[config.mk]
export PLATFORM = sky130hd
export DESIGN_NAME = upc_chroma_upsampler
export DESIGN_NICKNAME = d
export VERILOG_FILES = /design/src/rtl/upc_pkg.sv /design/src/rtl/upc_tap_line.sv /design/src/rtl/upc_chroma_fill.sv /design/src/rtl/upc_chroma_upsampler.sv
export SDC_FILE = /design/constraint.sdc
export NUM_CORES = 1
export LEC_CHECK = 0
export ABC_AREA = 1
export ABC_CLOCK_PERIOD_IN_PS = 3300
export BUFFER_PORTS_ARGS = -buffer_cell sky130_fd_sc_hd__clkbuf_2
export CORE_UTILIZATION = 61
export DETAILED_ROUTE_END_ITERATION = 7
export PLACE_DENSITY_LB_ADDON = 0.15
export SYNTH_ARGS = -nofsm -noshare
export SYNTH_HDL_FRONTEND = slang
export SYNTH_SLANG_ARGS = --single-unit
[constraint.sdc]
create_clock -name clk -period 3.3 [get_ports clk]
set_input_delay 0.495 -clock clk [delete_from_list [all_inputs] [get_ports clk]]
set_output_delay 0.495 -clock clk [all_outputs]
set_load 0.02 [all_outputs]
[src/rtl/upc_pkg.sv]
package upc_pkg;
  typedef enum logic {FILL_REPEAT = 1'b0, FILL_LINEAR = 1'b1} fill_mode_e;
  // window of four pixels: previous, centre, next, next-but-one
  localparam int unsigned TAP_COUNT  = 4;
  localparam int unsigned CENTER_TAP = 2;
  localparam int unsigned PIPE_EDGES = CENTER_TAP + 1;
endpackage

[src/rtl/upc_tap_line.sv]
module upc_tap_line #(
  parameter int unsigned W    = 8,
  parameter int unsigned TAPS = 4
) (
  input  logic                   clk,
  input  logic                   rst_n,
  input  logic [W-1:0]           d,
  output logic [TAPS-1:0][W-1:0] q
);
  for (genvar g = 0; g < TAPS; g++) begin : g_tap
    if (g == 0) begin : g_head
      always_ff @(posedge clk) begin
        if (!rst_n) q[g] <= '0;
        else        q[g] <= d;
      end
    end else begin : g_body
      always_ff @(posedge clk) begin
        if (!rst_n) q[g] <= '0;
        else        q[g] <= q[g-1];
      end
    end
  end
endmodule

[src/rtl/upc_chroma_fill.sv]
module upc_chroma_fill #(
  parameter int unsigned DW = 8
) (
  input  logic          de_cur,
  input  logic          ph_cur,
  input  logic          lin_cur,
  input  logic          byp_cur,
  input  logic [DW-1:0] c0_prev,
  input  logic [DW-1:0] c0_cur,
  input  logic [DW-1:0] c0_nx,
  input  logic [DW-1:0] c0_nx2,
  input  logic [DW-1:0] c1_cur,
  input  logic          de_nx,
  input  logic          ph_nx,
  input  logic          de_nx2,
  output logic [DW-1:0] cb,
  output logic [DW-1:0] cr,
  output logic          fill_lin,
  output logic          fill_edge
);
  // rounded midpoint, one extra bit so the carry is kept
  function automatic logic [DW-1:0] midpoint(input logic [DW-1:0] a, input logic [DW-1:0] b);
    logic [DW:0] s;
    s = {1'b0, a} + {1'b0, b} + {{DW{1'b0}}, 1'b1};
    return s[DW:1];
  endfunction

  logic has_right;
  logic odd_conv;

  always_comb begin
    has_right = de_nx & de_nx2 & ~ph_nx;
    odd_conv  = de_cur & ~byp_cur & ph_cur;
    fill_lin  = odd_conv & lin_cur & has_right;
    fill_edge = odd_conv & lin_cur & ~has_right;
    if (!de_cur || byp_cur) begin
      cb = c0_cur;
      cr = c1_cur;
    end else if (!ph_cur) begin
      cb = c0_cur;
      cr = c0_nx;
    end else if (fill_lin) begin
      cb = midpoint(c0_prev, c0_nx);
      cr = midpoint(c0_cur, c0_nx2);
    end else begin
      cb = c0_prev;
      cr = c0_cur;
    end
  end
endmodule

[src/rtl/upc_chroma_upsampler.sv]
module upc_chroma_upsampler
  import upc_pkg::*;
#(
  parameter int unsigned DW = 8
) (
  input  logic          clk,
  input  logic          rst_n,
  input  logic          mode_lin,
  input  logic          bypass,
  input  logic          in_de,
  input  logic          in_hs,
  input  logic          in_vs,
  input  logic [DW-1:0] in_y,
  input  logic [DW-1:0] in_c0,
  input  logic [DW-1:0] in_c1,
  output logic          out_de,
  output logic          out_hs,
  output logic          out_vs,
  output logic [DW-1:0] out_y,
  output logic [DW-1:0] out_cb,
  output logic [DW-1:0] out_cr
);
  localparam int unsigned F_C1  = 0;
  localparam int unsigned F_C0  = DW;
  localparam int unsigned F_Y   = 2 * DW;
  localparam int unsigned F_VS  = 3 * DW;
  localparam int unsigned F_HS  = F_VS + 1;
  localparam int unsigned F_DE  = F_VS + 2;
  localparam int unsigned F_PH  = F_VS + 3;
  localparam int unsigned F_BYP = F_VS + 4;
  localparam int unsigned F_LIN = F_VS + 5;
  localparam int unsigned TW    = F_LIN + 1;
  localparam int unsigned CT    = CENTER_TAP;

  fill_mode_e mode_q;
  logic       byp_q;
  logic       ph_in;
  logic [TW-1:0] head;
  logic [TAP_COUNT-1:0][TW-1:0] taps;

  // captured settings: only while blanking
  always_ff @(posedge clk) begin
    if (!rst_n) begin
      mode_q <= FILL_REPEAT;
      byp_q  <= 1'b0;
    end else if (!in_de) begin
      mode_q <= fill_mode_e'(mode_lin);
      byp_q  <= bypass;
    end
  end

  // pair phase: 0 on the first active pixel, then toggles
  assign ph_in = in_de & taps[0][F_DE] & ~taps[0][F_PH];
  assign head  = {mode_q, byp_q, ph_in, in_de, in_hs, in_vs, in_y, in_c0, in_c1};

  upc_tap_line #(.W(TW), .TAPS(TAP_COUNT)) tap_i (
    .clk  (clk),
    .rst_n(rst_n),
    .d    (head),
    .q    (taps)
  );

  logic          de_cur, ph_cur, lin_cur, byp_cur, hs_cur, vs_cur;
  logic [DW-1:0] y_cur, c0_prev, c0_cur, c0_nx, c0_nx2, c1_cur;
  logic          de_nx, ph_nx, de_nx2;
  logic          unused_taps;

  assign de_cur  = taps[CT][F_DE];
  assign ph_cur  = taps[CT][F_PH];
  assign lin_cur = taps[CT][F_LIN];
  assign byp_cur = taps[CT][F_BYP];
  assign hs_cur  = taps[CT][F_HS];
  assign vs_cur  = taps[CT][F_VS];
  assign y_cur   = taps[CT][F_Y +: DW];
  assign c0_cur  = taps[CT][F_C0 +: DW];
  assign c1_cur  = taps[CT][F_C1 +: DW];
  assign c0_prev = taps[CT+1][F_C0 +: DW];
  assign c0_nx   = taps[CT-1][F_C0 +: DW];
  assign c0_nx2  = taps[CT-2][F_C0 +: DW];
  assign de_nx   = taps[CT-1][F_DE];
  assign ph_nx   = taps[CT-1][F_PH];
  assign de_nx2  = taps[CT-2][F_DE];
  assign unused_taps = ^taps;

  logic [DW-1:0] cb_nxt, cr_nxt;
  logic          fill_lin, fill_edge;

  upc_chroma_fill #(.DW(DW)) fill_i (
    .de_cur   (de_cur),
    .ph_cur   (ph_cur),
    .lin_cur  (lin_cur),
    .byp_cur  (byp_cur),
    .c0_prev  (c0_prev),
    .c0_cur   (c0_cur),
    .c0_nx    (c0_nx),
    .c0_nx2   (c0_nx2),
    .c1_cur   (c1_cur),
    .de_nx    (de_nx),
    .ph_nx    (ph_nx),
    .de_nx2   (de_nx2),
    .cb       (cb_nxt),
    .cr       (cr_nxt),
    .fill_lin (fill_lin),
    .fill_edge(fill_edge)
  );

  // named output-side events for the checker
  logic o_ph, o_lin, o_edge, o_byp;

  always_ff @(posedge clk) begin
    if (!rst_n) begin
      out_de <= 1'b0;
      out_hs <= 1'b0;
      out_vs <= 1'b0;
      out_y  <= '0;
      out_cb <= '0;
      out_cr <= '0;
      o_ph   <= 1'b0;
      o_lin  <= 1'b0;
      o_edge <= 1'b0;
      o_byp  <= 1'b0;
    end else begin
      out_de <= de_cur;
      out_hs <= hs_cur;
      out_vs <= vs_cur;
      out_y  <= y_cur;
      out_cb <= cb_nxt;
      out_cr <= cr_nxt;
      o_ph   <= ph_cur;
      o_lin  <= fill_lin;
      o_edge <= fill_edge;
      o_byp  <= byp_cur;
    end
  end
endmodule

* After elaboration in Yosys (flattened, before gate mapping)
Index checks and enable logic that the tools add are counted.
** Word-level totals
- Register bits :: 135
- Bits of input ports :: 31
- Output and inout port bits :: 27
- Word-level logic and storage cells :: 35
** Operators by class
- $add $sub $neg :: 4
- Muxes and demuxes :: 6
- Bitwise gates (word level) :: 11
- Reductions and logical operators :: 2
** Operators by type and width (count)
- $mux W8 :: 6
- $add A8 B8 Y9 :: 2
- $add A9 B1 Y9 const B :: 2
- $and A1 B1 Y1 :: 8
- $not A1 Y1 :: 3
- $logic_not A1 Y1 :: 1
- $logic_or A1 B1 Y1 :: 1

* Longest topological paths before layout
- Depth in word-level cells :: 8
- Mapped depth :: 12
- Gate-level depth less buffers :: 12

* Modules after synthesis
A second synthesis with hierarchy kept.
** Unflattened totals
- Cell total of the unflattened synthesis :: 685
- Area, all modules :: 5412.7 µm²
** By module, submodules not included
- upc_tap_line :: instances 1, cells each 373, area an instance 3433.3 µm², seq. area each 2402.3 µm²
- upc_chroma_fill :: instances 1, cells each 214, area an instance 1127.3 µm², seq. area each 0.0 µm²
- upc_chroma_upsampler :: instances 1, cells each 98, area an instance 852.1 µm², seq. area each 580.6 µm²

* Least setup slack after synthesis
No wires, ideal clock.
- Path type :: register -> register
- Start point :: reg tap_i.q[68] (netlist bit)
- End point :: reg out_cr[7]
- Library setup time :: 70 ps
- Arrival time :: 1494 ps
- Data required time :: 3230 ps
- Slack :: 1736 ps
- Cell stages (with the launch flop) :: 13
- Buffers on the path :: 0
- Period minus slack after synthesis :: 1564 ps
- Path through :: dfxtp_1 > inv_1 > nand2_1 > inv_1 > fa_1 > nand3b_1 > nand2_1 > nand3_1 > nand2_1 > nand2_1 > nand2_1 > nand2_1 > a21oi_1
** Between the ends
- Cells in the longest elaborated chain, start to end :: 5
** RTL lines
- start: declaration :: line upc_tap_line.sv:8 : output logic [TAPS-1:0][W-1:0] q
- start signal: indexed assignment :: line upc_tap_line.sv:19 : else q[g] <= q[g-1];
- $add A8 B8 Y9 :: line upc_chroma_fill.sv:24 : s = {1'b0, a} + {1'b0, b} + {{DW{1'b0}}, 1'b1};
- $add A9 B1 Y9 :: line upc_chroma_fill.sv:24
- $mux W8 :: line upc_chroma_fill.sv:42 : end else if (fill_lin) begin
- $mux W8 :: line upc_chroma_fill.sv:39 : end else if (!ph_cur) begin
- $mux W8 :: line upc_chroma_fill.sv:36 : if (!de_cur || byp_cur) begin
- end signal: assignment :: line upc_chroma_upsampler.sv:128 : out_cr <= cr_nxt;
- end: declaration :: line upc_chroma_upsampler.sv:21 : output logic [DW-1:0] out_cr
Every way passes these cells.
A chain may end at the register's enable or synchronous reset.

* Worst setup path in the final report
- Start point :: reg tap_i.q[39] (netlist bit)
- End point :: reg out_cb[7]
** Between the ends
- Cells in the longest elaborated chain, start to end :: 5
** RTL lines
- $add A8 B8 Y9 :: line upc_chroma_fill.sv:24
- $add A9 B1 Y9 :: line upc_chroma_fill.sv:24
- $mux W8 :: line upc_chroma_fill.sv:42
- $mux W8 :: line upc_chroma_fill.sv:39
- $mux W8 :: line upc_chroma_fill.sv:36
- end signal: assignment :: line upc_chroma_upsampler.sv:127 : out_cb <= cb_nxt;
- end: declaration :: line upc_chroma_upsampler.sv:20 : output logic [DW-1:0] out_cb,
Every way passes these cells.

==> results.py <==
metrics = {
    "layout": {
        "area_growth_syn_to_layout_pct": 21.3,
        "multi_input_area_sq_um": 1430,
        "fin_area_sq_um": 5570,
        "antenna_cells": 0,
        "final_layout_size_suffix_gt1_share_pct": 15.5,
        "fin_nets": 686,
        "seqCellArea_sq_um": 2540,
        "final_cells": 751,
        "fill_cells": 520,
    },
    "synth": {
        "ys_top_cells_by_count": "173 x nand2_1, 139 x inv_1, 127 x dfxtp_1",
        "syn-instance-count": 577,
        "synth_area_leaders": "dfxtp_1 55%, nand2_1 14%, inv_1 11%, ha_1 3.8%, a21oi_1 2.7%",
        "yosys_warnings": 0,
        "synth_top_area_share_pct": 55.3,
        "yosysMostFrequentCell": "nand2_1",
        "synth_seq_cells": 127,
        "ys_seq_area_share_pct": 55.3,
        "yosysUniqueCellTypes": 31,
        "async_flop_share_pct": 0,
        "synth_ff_type": "dfxtp_1",
        "synth_area_sq_um": 4590,
        "synth_edf_count": 0,
        "syn_nets": 624,
        "yosysTopAreaCell": "dfxtp_1",
        "synth.avg_cell_area_sq_um": 7.96,
    },
    "worst_hold_path": {
        "hold_class": "input pin to flip-flop",
        "whs_path_depth": 3,
    },
    "setup_path": {
        "critPathRequiredTime_ps": 3750,
        "r2r_cells": 7,
        "cpPeakStageDelay_ps": 450,
        "path_cells": "inv_1 -> fa_1 -> o21ai_1 -> nand4_1 -> nand3_1 -> o21ai_1 -> inv_1",
        "crit_buf_inv": 2,
        "start_kind": "flip-flop",
        "path_class": "flip-flop to flip-flop",
        "critPathCaptureType": "flip-flop",
        "arrival_ps": 2290,
        "crit_fanout": 4,
        "cpMaxStageDelayCell": "fa_1",
        "crit_family": "adder cells",
        "worstSetupPathDepth": 7,
    },
    "floorplan": {
        "die_h_um": 88.8,
        "core_sq_um": 7250,
        "rows": 31,
        "die_area_sq_um": 7880,
        "start_util_pct": 63.3,
        "die_w_um": 88.8,
        "ios": 58,
    },
    "clock_tree": {
        "post_cts_resized": 0,
        "cts_max_level": 4,
        "cts_num_sinks": 127,
        "clkLatencyLatePin_ps": 510,
        "cts_made_buffers": 17,
        "cts-root-buf": "clkbuf_8",
        "cts_setup_buffers": 0,
        "cts_max_path_buffers": 2,
        "cts_tree": "built",
        "clkSlewWorstSetupHoldPaths_ps": 60,
        "cts_hold_buf": 0,
    },
    "power_and_ir_drop": {
        "p_total_mw": 3.72,
        "power_density_nw_per_um2": 667,
        "ir_drop_uv": 493,
        "leakage_nw": 3.33,
    },
    "global_route": {
        "antenna_found_initial": 1,
        "use_met2_pct": 38.0,
        "track_usage_pct": 23.6,
        "grt_max_degree": 51,
        "grt_overflow": 0,
        "grt_util_met3_pct": 8.12,
        "busiest_layer": "met2",
        "grt_use_met1_pct": 27.8,
        "grt_pass1_wl_mm": 13.8,
        "grt_pass1_vias": 3205,
    },
    "drt": {
        "vias": 3462,
        "viasPerCell": 4.61,
        "ant_nets": 0,
        "wl_per_cell_um": 11.4,
        "drt_pre_antenna_iters": 4,
        "wl_mm": 8.58,
        "first_iter_violations": 246,
        "drc_errors": 0,
    },
    "place": {
        "dpl-instance-area_sq_um": 4940,
        "place_ws_ps": 1560,
        "dp.cells": 719,
        "portBuffers": 57,
        "gp_congestion": 0.869,
        "dpl.hpwl_mm": 5.45,
    },
    "sta": {
        "tightest_slew_ps": 478,
        "report.final.slew_viol_count": 0,
        "final-setup-viol-count": 0,
        "hold_viol": 0,
        "clock_skew_ps": 5.55,
        "tns_ps": 0,
        "rsz0062_at_grt": "false",
        "clock.fmax_mhz": 545,
        "setup_ws_ps": 1470,
        "finalCriticalPeriod_ps": 1830,
        "timing.final.crit_share_pct": 55.6,
        "slew_headroom_pct": 67.8,
    },
    "outcome": {
        "outcome": "finished, final reports clean",
    },
    "run": {
        "cap_violations": 0,
    },
}
flip-flops by register name (all words and copies together), names as in the netlist:
name	count
out_de	1
byp_q	1
out_cb	8
mode_q	1
out_hs	1
out_y	8
tap_i.q	98
out_cr	8
out_vs	1
worst register-to-register path, delay by kind of cell, from the launching register on:
family / cells / cell delay, ps
compound gates: 2 / 450
fa+ha+maj: 1 / 450
buf+inv: 2 / 140
flops: 1 / 380
simple gates: 2 / 350
metal layers:
layer / up-vias / routed length (um)
met5: - / 10
met4: 2 / 131
met3: 18 / 495
met2: 108 / 4120
met1: 1514 / 3820
li1: 1820 / -
worst paths after layout:
kind,end,slack [ps],startpoint
worst max-delay path,out_cb[7],1470,tap_i.q[39]
worst max register to register,out_cb[7],1470,tap_i.q[39]
worst min-delay path,tap_i.q[24],170,in_vs
worst min register to register,tap_i.q[62],410,tap_i.q[32]
power breakdown:
part           switching [mW]  internal [mW]
clock network           0.697           1.26
logic                  0.0915         0.0555
registers              0.0232           1.59
layout by cell type, fill, tap and decap left out, drive strengths merged, types with 3 or more instances in the layout:
cell / n
a21oi: 26
buf: 3
bufinv: 4
clkbuf: 74
clkinv: 4
dfxtp: 127
ha: 14
inv: 147
nand2: 175
nand3: 13
nor2: 21
o211ai: 4
o21ai: 20
xnor2: 4
metrics by stage:
step / hold slack (ps) / utilization, %
2_1_floorplan: 386 / -
3_3_place_gp: 390 / 68.1
3_5_place_dp: 396 / 68.1
4_1_cts: 148 / 76.8
5_1_grt: 149 / 76.8
6_report: 165 / 76.8
area by class of cell:
class / count / share of cell area (%)
clock inverter: 14 / 3.66
tap: 99 / 2.22
clock buffer: 18 / 7.68
sequential: 127 / 45.6
inverter: 143 / 9.66
timing repair buffer: 59 / 5.43
multi-input combinational: 291 / 25.7
kinds of logic after synthesis:
group / after synthesis / synth area share, %
adders and majority gates: 16 / 4.68
xor gates and xnor gates: 5 / 0.953
and+or+nand+nor: 214 / 18.9
buffers and inverters: 159 / 13.5
DFF: 127 / 55.3
AOI/OAI and AO/OA: 56 / 6.67
Note: power is estimated with default switching activity, not from simulation.
